`src/rtl/scn_pkg.sv`:
```
package scn_pkg;
   typedef enum logic [1:0] {RX_IDLE, RX_START, RX_DATA, RX_TAIL} rx_state_t;
   typedef enum logic [1:0] {TX_IDLE, TX_START, TX_DATA, TX_GUARD} tx_state_t;
   typedef enum logic {CT_IDLE, CT_WAIT_TEMP} ctl_state_t;

   function automatic int frame_width(input int tag_w, input int id_w, input int data_w);
      return 1 + tag_w + id_w + data_w;
   endfunction
endpackage

```
`src/rtl/scn_bit_timer.sv`:
```
module scn_bit_timer #(
   parameter int BIT_CLKS = 4,
   parameter int PHASE    = 2
) (
   input  logic clk,
   input  logic rst_n,
   input  logic run,
   output logic tick
);
   generate
      if (BIT_CLKS < 1) begin : g_bad_len
         $error("scn_bit_timer: BIT_CLKS must be at least 1");
      end
      if (PHASE < 0 || PHASE >= BIT_CLKS) begin : g_bad_phase
         $error("scn_bit_timer: PHASE must lie inside the bit period");
      end
      if (BIT_CLKS == 1) begin : g_every
         assign tick = run;
      end else begin : g_count
         localparam int CW = $clog2(BIT_CLKS);
         localparam logic [CW-1:0] LAST = CW'(BIT_CLKS - 1);
         localparam logic [CW-1:0] HIT  = CW'(PHASE);
         logic [CW-1:0] cnt_q;
         always_ff @(posedge clk or negedge rst_n) begin
            if (!rst_n)             cnt_q <= '0;
            else if (!run)          cnt_q <= '0;
            else if (cnt_q == LAST) cnt_q <= '0;
            else                    cnt_q <= cnt_q + 1'b1;
         end
         assign tick = run && (cnt_q == HIT);
      end
   endgenerate
endmodule

```
`src/rtl/scn_rx.sv`:
```
module scn_rx #(
   parameter int FW          = 14,
   parameter int BIT_CLKS    = 4,
   parameter int SYNC_STAGES = 2
) (
   input  logic          clk,
   input  logic          rst_n,
   input  logic          line_i,
   output logic [FW-1:0] frame_o,
   output logic          frame_vld_o
);
   import scn_pkg::*;
   localparam int IW = $clog2(FW);
   localparam logic [IW-1:0] LAST_BIT = IW'(FW - 1);

   rx_state_t     st_q;
   logic          line_s;
   logic          tick;
   logic [IW-1:0] idx_q;
   logic [FW-1:0] sh_q;

   generate
      if (SYNC_STAGES < 1) begin : g_bad_sync
         $error("scn_rx: SYNC_STAGES must be at least 1");
      end
      if (SYNC_STAGES == 1) begin : g_sync1
         logic s_q;
         always_ff @(posedge clk or negedge rst_n)
            if (!rst_n) s_q <= 1'b1;
            else        s_q <= line_i;
         assign line_s = s_q;
      end else begin : g_syncn
         logic [SYNC_STAGES-1:0] s_q;
         always_ff @(posedge clk or negedge rst_n)
            if (!rst_n) s_q <= '1;
            else        s_q <= {s_q[SYNC_STAGES-2:0], line_i};
         assign line_s = s_q[SYNC_STAGES-1];
      end
   endgenerate

   scn_bit_timer #(.BIT_CLKS(BIT_CLKS), .PHASE(BIT_CLKS / 2)) u_tmr (
      .clk  (clk),
      .rst_n(rst_n),
      .run  (st_q != RX_IDLE),
      .tick (tick)
   );

   always_ff @(posedge clk or negedge rst_n) begin
      if (!rst_n) begin
         st_q        <= RX_IDLE;
         idx_q       <= '0;
         sh_q        <= '0;
         frame_vld_o <= 1'b0;
      end else begin
         frame_vld_o <= 1'b0;
         unique case (st_q)
            RX_IDLE:  if (!line_s) st_q <= RX_START;
            RX_START: if (tick) begin
               idx_q <= '0;
               st_q  <= line_s ? RX_IDLE : RX_DATA;
            end
            RX_DATA:  if (tick) begin
               sh_q <= {sh_q[FW-2:0], line_s};
               if (idx_q == LAST_BIT) begin
                  st_q        <= RX_TAIL;
                  frame_vld_o <= 1'b1;
               end else begin
                  idx_q <= idx_q + 1'b1;
               end
            end
            RX_TAIL:  if (tick) st_q <= RX_IDLE;
            default:  st_q <= RX_IDLE;
         endcase
      end
   end

   assign frame_o = sh_q;

   p_vld_pulse_r2: assert property (@(posedge clk) disable iff (!rst_n)
      frame_vld_o |=> !frame_vld_o);
endmodule

```
`src/rtl/scn_tx.sv`:
```
module scn_tx #(
   parameter int FW       = 14,
   parameter int BIT_CLKS = 4
) (
   input  logic          clk,
   input  logic          rst_n,
   input  logic          load_i,
   input  logic [FW-1:0] frame_i,
   output logic          line_o,
   output logic          busy_o
);
   import scn_pkg::*;
   localparam int IW = $clog2(FW);
   localparam logic [IW-1:0] LAST_BIT = IW'(FW - 1);

   tx_state_t     st_q;
   logic          tick;
   logic [IW-1:0] idx_q;
   logic [FW-1:0] sh_q;

   scn_bit_timer #(.BIT_CLKS(BIT_CLKS), .PHASE(BIT_CLKS - 1)) u_tmr (
      .clk  (clk),
      .rst_n(rst_n),
      .run  (st_q != TX_IDLE),
      .tick (tick)
   );

   always_ff @(posedge clk or negedge rst_n) begin
      if (!rst_n) begin
         st_q  <= TX_IDLE;
         idx_q <= '0;
         sh_q  <= '0;
      end else begin
         unique case (st_q)
            TX_IDLE:  if (load_i) begin
               sh_q <= frame_i;
               st_q <= TX_START;
            end
            TX_START: if (tick) begin
               idx_q <= '0;
               st_q  <= TX_DATA;
            end
            TX_DATA:  if (tick) begin
               sh_q <= {sh_q[FW-2:0], 1'b0};
               if (idx_q == LAST_BIT) st_q <= TX_GUARD;
               else                   idx_q <= idx_q + 1'b1;
            end
            TX_GUARD: if (tick) st_q <= TX_IDLE;
            default:  st_q <= TX_IDLE;
         endcase
      end
   end

   always_comb begin
      unique case (st_q)
         TX_START: line_o = 1'b0;
         TX_DATA:  line_o = sh_q[FW-1];
         default:  line_o = 1'b1;
      endcase
   end
   assign busy_o = (st_q != TX_IDLE);

   p_load_free_r8: assert property (@(posedge clk) disable iff (!rst_n)
      load_i |-> !busy_o);
   p_start_low_r2: assert property (@(posedge clk) disable iff (!rst_n)
      (load_i && !busy_o) |=> !line_o);
endmodule

```
`src/rtl/sensor_chain_node.sv`:
```
module sensor_chain_node #(
   parameter int TAG_W       = 2,
   parameter int ID_W        = 3,
   parameter int DATA_W      = 8,
   parameter int BIT_CLKS    = 4,
   parameter int SYNC_STAGES = 2
) (
   input  logic              clk,
   input  logic              rst_n,
   input  logic              rx_i,
   output logic              tx_o,
   output logic              temp_req_o,
   input  logic              temp_vld_i,
   input  logic [DATA_W-1:0] temp_data_i,
   input  logic [ID_W-1:0]   node_id_i
);
   import scn_pkg::*;
   localparam int FW      = frame_width(TAG_W, ID_W, DATA_W);
   localparam int CMD_BIT = FW - 1;
   localparam int HDR_LO  = FW - 1 - TAG_W;
   localparam int ID_LO   = DATA_W;
   localparam int ID_HI   = DATA_W + ID_W - 1;

   generate
      if (TAG_W < 1)    begin : g_bad_tag  $error("sensor_chain_node: TAG_W must be at least 1");  end
      if (ID_W < 1)     begin : g_bad_id   $error("sensor_chain_node: ID_W must be at least 1");   end
      if (DATA_W < 1)   begin : g_bad_data $error("sensor_chain_node: DATA_W must be at least 1"); end
      if (BIT_CLKS < 1) begin : g_bad_bit  $error("sensor_chain_node: BIT_CLKS must be at least 1"); end
   endgenerate

   logic [FW-1:0] rx_frame;
   logic          rx_vld;
   logic          tx_busy;
   logic          tx_load;
   logic [FW-1:0] tx_frame;

   logic [FW-1:0] hold_q;
   logic          hold_v_q;
   logic [FW-1:0] store_q;
   logic [TAG_W:0] hdr_q;
   ctl_state_t    ct_q;

   logic take;
   logic take_sense;
   logic take_read;
   logic temp_done;
   logic [FW-1:0] built;

   scn_rx #(.FW(FW), .BIT_CLKS(BIT_CLKS), .SYNC_STAGES(SYNC_STAGES)) u_rx (
      .clk        (clk),
      .rst_n      (rst_n),
      .line_i     (rx_i),
      .frame_o    (rx_frame),
      .frame_vld_o(rx_vld)
   );

   scn_tx #(.FW(FW), .BIT_CLKS(BIT_CLKS)) u_tx (
      .clk    (clk),
      .rst_n  (rst_n),
      .load_i (tx_load),
      .frame_i(tx_frame),
      .line_o (tx_o),
      .busy_o (tx_busy)
   );

   assign take       = hold_v_q && !tx_busy && (ct_q == CT_IDLE);
   assign take_sense = take && hold_q[CMD_BIT];
   assign take_read  = take && !hold_q[CMD_BIT];
   assign temp_done  = (ct_q == CT_WAIT_TEMP) && temp_vld_i;
   assign built      = {hdr_q, node_id_i, temp_data_i};
   assign tx_load    = take_read || temp_done;
   assign tx_frame   = temp_done ? built : store_q;

   always_ff @(posedge clk or negedge rst_n) begin
      if (!rst_n) begin
         hold_q   <= '0;
         hold_v_q <= 1'b0;
      end else if (rx_vld) begin
         hold_q   <= rx_frame;
         hold_v_q <= 1'b1;
      end else if (take) begin
         hold_v_q <= 1'b0;
      end
   end

   always_ff @(posedge clk or negedge rst_n) begin
      if (!rst_n) begin
         ct_q       <= CT_IDLE;
         temp_req_o <= 1'b0;
         hdr_q      <= '0;
         store_q    <= '0;
      end else begin
         unique case (ct_q)
            CT_IDLE: begin
               if (take_sense) begin
                  hdr_q      <= hold_q[CMD_BIT:HDR_LO];
                  temp_req_o <= 1'b1;
                  ct_q       <= CT_WAIT_TEMP;
               end else if (take_read) begin
                  store_q <= hold_q;
               end
            end
            CT_WAIT_TEMP: begin
               if (temp_vld_i) begin
                  store_q    <= built;
                  temp_req_o <= 1'b0;
                  ct_q       <= CT_IDLE;
               end
            end
            default: ct_q <= CT_IDLE;
         endcase
      end
   end

   p_req_hold_r3: assert property (@(posedge clk) disable iff (!rst_n)
      (temp_req_o && !temp_vld_i) |=> temp_req_o);
   p_sense_fields_r4: assert property (@(posedge clk) disable iff (!rst_n)
      temp_done |=> (store_q[ID_HI:ID_LO] == $past(node_id_i)) &&
                    (store_q[DATA_W-1:0] == $past(temp_data_i)));
   p_read_noreq_r7: assert property (@(posedge clk) disable iff (!rst_n)
      take_read |=> !temp_req_o);
   p_sense_noload_r3: assert property (@(posedge clk) disable iff (!rst_n)
      take_sense |=> (temp_req_o && !tx_busy));
endmodule

```
`config.mk`:
```
export PLATFORM = sky130hd
export DESIGN_NAME = sensor_chain_node
export DESIGN_NICKNAME = d
export VERILOG_FILES = /design/src/rtl/scn_pkg.sv /design/src/rtl/scn_bit_timer.sv /design/src/rtl/scn_rx.sv /design/src/rtl/scn_tx.sv /design/src/rtl/sensor_chain_node.sv
export SDC_FILE = /design/constraint.sdc
export NUM_CORES = 1
export LEC_CHECK = 0
export BUFFER_PORTS_ARGS = -buffer_cell sky130_fd_sc_hd__buf_2
export CAP_MARGIN = 20
export CORE_MARGIN = 2
export CORE_UTILIZATION = 61
export CTS_CLUSTER_DIAMETER = 40
export DETAILED_ROUTE_END_ITERATION = 8
export PLACE_DENSITY = 0.78
export SETUP_SLACK_MARGIN = 0.5
export SYNTH_ARGS = -nofsm -noshare
export SYNTH_HDL_FRONTEND = slang
export SYNTH_HIERARCHICAL = 1
export SYNTH_SLANG_ARGS = --single-unit
```
`constraint.sdc`:
```
create_clock -name clk -period 2.7 [get_ports clk]
set_input_delay 0.54 -clock clk [delete_from_list [all_inputs] [get_ports clk]]
set_output_delay 0.54 -clock clk [all_outputs]
set_load 0.005 [all_outputs]
```
==> flow_metrics.tcl <==
set metrics [dict create \
    die_height_um 85.21 \
    syn_to_final_growth_pct 9.238 \
    clkLatencyLatePin_ps 340 \
    worst-path-max-fanout 14 \
    setup_tns_ps 0 \
    row_count 29 \
    pwr-share-seq_pct 53.4 \
    clock_power_share_pct 34.8 \
    r2r_end "u_tx/sh_q[7]" \
    min_period_ps 2080 \
    cp_data_required_time_ps 2920 \
    swShare_pct 25.66 \
    setup_viol 0 \
    grt_setup_unrepaired "false" \
    synth_cell_types 50 \
    cts_max_path_buffers 2 \
    register_area_mm2 0.002029 \
    ys_ff_latch 81 \
    n_fill_cell 449 \
    critPathKind "reg -> reg" \
    synth_top_area_share_pct 49.14 \
    yosys.area.top_type "dfrtp_1" \
    cts_buffers 9 \
    p_comb_share_pct 11.8 \
    fin_skew_ps 8.178 \
    post-dp-hpwl_um 4681 \
    fp.dieArea_mm2 0.007260 \
    synth-simple-area-share_pct 7.932 \
    grt_pass1_wl_um 11590 \
    arrival_ps 2300 \
    final_antenna_net_count 0 \
    yosys_warnings 6 \
    synth_cells 292 \
    wl_per_cell_um 16.70 \
    status "finished clean" \
    synthesis.nets 317 \
    fin_area_mm2 0.004394 \
    hold_buffers 0 \
    min_period_over_period_pct 77.03 \
    die_x_um 85.21 \
    crit_path_start "u_tx/st_q[1]" \
    crit_path_end_kind "flip-flop" \
    final_max_slew_viol_count 0 \
    synth_seq_area_share_pct 50.45 \
    num_vias 2276 \
    synth-main-ff-cell "dfrtp_1" \
    async_reset_ff_share_pct 100.0 \
    ios 17 \
    synth_edf_count 0 \
    drt_iter0_drc 63 \
    cts-root-buf "clkbuf_8" \
    relSlewSlack_pct 56.25 \
    place_area_mm2 0.004185 \
    reg2regPathDepth 10 \
    clk_pin_slew_ps 80 \
    diodes 0 \
    drv_cap 0 \
    min_path_type "in -> async" \
    drt-total-wl_um 6595 \
    drive_gt1_share_pct 48.74 \
    cts_resized 0 \
    grt-ovfl-total 0 \
    initial_core_util_pct 63.35 \
    antenna_found_initial 0 \
    synth_area_mm2 0.004023 \
    r2r_slack_ps 620 \
    synth-adder-area-share_pct 3.110 \
    start_kind "flip-flop" \
    max-vdd-ir-drop_mv 0.4855 \
    p_int_w 0.001893 \
    cts_num_sinks 81 \
    cts_setup_buffers 0 \
    cts_tree "yes" \
    regToRegStartpoint "u_tx/st_q[1]" \
    htree_levels 3 \
    fmax_ghz 0.4808 \
    synthTopCellsByArea "dfrtp_1 (49%), mux2_2 (22%), mux2_4 (6.3%), ha_1 (3.1%), inv_1 (1.4%)" \
    p_leak_nw 2.253 \
    synth-compound-area-share_pct 5.288 \
    place.gp.congestion 0.7787 \
    synth_area_per_cell_um2 13.78 \
    hold_viol_final 0 \
    multiInputGateArea_mm2 0.001846 \
    grt_max_degree 44 \
    io_buffers 16 \
    grt_pass1_vias 2377 \
    first_pass_iters 4 \
    netSwitchingPower_w 0.0006536 \
    vias_per_cell 5.762 \
    final_nets 338 \
    tightest_slew_ps 656.3 \
    synth.area.mux_share_pct 29.21 \
    drc 0 \
    p_per_area_mw_per_mm2 579.6 \
    synth_top_family_by_area "multiplexers" \
    track_usage_pct 20.37 \
    synthXorXnorAreaFrac_pct 0 \
    coreArea_mm2 0.006350 \
]
[cell type report]
type,count,share of cell area [%]
repair buffers,24,3.616
clock buffers,11,3.218
well taps,77,2.192
clock inverters,5,1.452
inverters,15,1.338
flip-flops and latches,81,46.18
multi-input cells,182,42.00
[power by group through the flow]
stage          sequential [W]  combinational [W]  clock (W)
2_1_floorplan         0.00134           0.000265          0
3_3_place_gp          0.00138           0.000291          0
3_5_place_dp          0.00138           0.000306          0
4_1_cts               0.00136           0.000305   0.000915
5_1_grt               0.00138           0.000340   0.000968
6_report              0.00136           0.000300   0.000887
[stage by stage]
stage | instances | setup WS [ps] | total power (W) | utilization [%] | hold slack, ps
2_1_floorplan | 292 | 482.0 | 0.001606 | - | 244.4
3_3_place_gp | 379 | 680.2 | 0.001672 | 65.91 | 346.6
3_5_place_dp | 379 | 593.7 | 0.001691 | 65.91 | 353.3
4_1_cts | 395 | 580.6 | 0.002581 | 69.14 | 174.6
5_1_grt | 395 | 501.5 | 0.002684 | 69.20 | 193.2
6_report | 395 | 620.1 | 0.002547 | 69.20 | 168.9
[how the worst max path moves through the flow]
stage	endpoint	slack [ps]	cells past startpoint
global route	u_tx/st_q[1]	500	9
finish	u_tx/sh_q[7]	620	10
floorplan	u_tx/sh_q[10]	480	11
global placement	u_tx/sh_q[7]	680	10
detailed placement	u_tx/sh_q[7]	590	10
CTS	u_tx/sh_q[2]	580	10
[kinds of logic (layout without fill, tap and decap cells)]
kind of cell,count (synthesis),count (layout)
buf+inv,29,55
fa+ha+maj,10,10
simple gates,48,48
mux,99,99
flops,81,81
compound gates,25,25
[cell usage in the layout (no fill, tap or decap), drive strengths merged, types with 4 or more instances in the layout]
master	netlist	routed
nor3	5	5
and2	4	4
dfrtp	79	79
nand2	7	7
ha	10	10
mux2	96	96
a21oi	6	6
o21ai	5	5
nand3	4	4
buf	13	24
inv	15	16
nor2	7	7
clkbuf	1	11
[worst max-delay path, cell delays in order, from the launching register on]
cell	delay, ps
dfrtp_1	430
inv_2	100
ha_4	170
inv_4	50
nor2_4	100
a32oi_4	110
inv_1	80
and2b_2	250
nor3_4	120
buf_6	200
mux2_2	360
[layer usage]
layer  track usage (%)  share of wire, %  up-vias
li1                  -                 -     1092
met4             5.051              0.86        0
met5                 0                 0        -
met2             32.88                49       17
met3             5.447               2.5        4
met1             27.72                47     1163
[synth_stat cells, types with 2 or more instances]
cell     count
a211o_1      2
a21o_1       2
a21oi_1      6
and2_1       3
and2b_1      3
and3_1       2
and4_1       2
buf_2        8
buf_6        3
dfrtp_1     79
dfstp_2      2
ha_1        10
inv_1       15
mux2_2      78
mux2_4      17
mux2i_1      3
nand2_1      6
nand3_1      3
nand4_1      2
nor2_1       6
nor2b_4      2
nor3_1       4
nor4_1       3
o21ai_0      5
[state kept, by name, summed over array words and instances (netlist names), 2 cells and up, named ones only]
name                      cells
hold_q                       14
store_q                      14
u_rx/frame_o                 14
u_tx/sh_q                    14
u_rx/idx_q                    4
u_tx/idx_q                    4
hdr_q                         3
u_rx/g_syncn.s_q              2
u_rx/u_tmr/g_count.cnt_q      2
u_tx/st_q                     2
u_tx/u_tmr/g_count.cnt_q      2
Note: power is estimated with default switching activity, not from simulation.
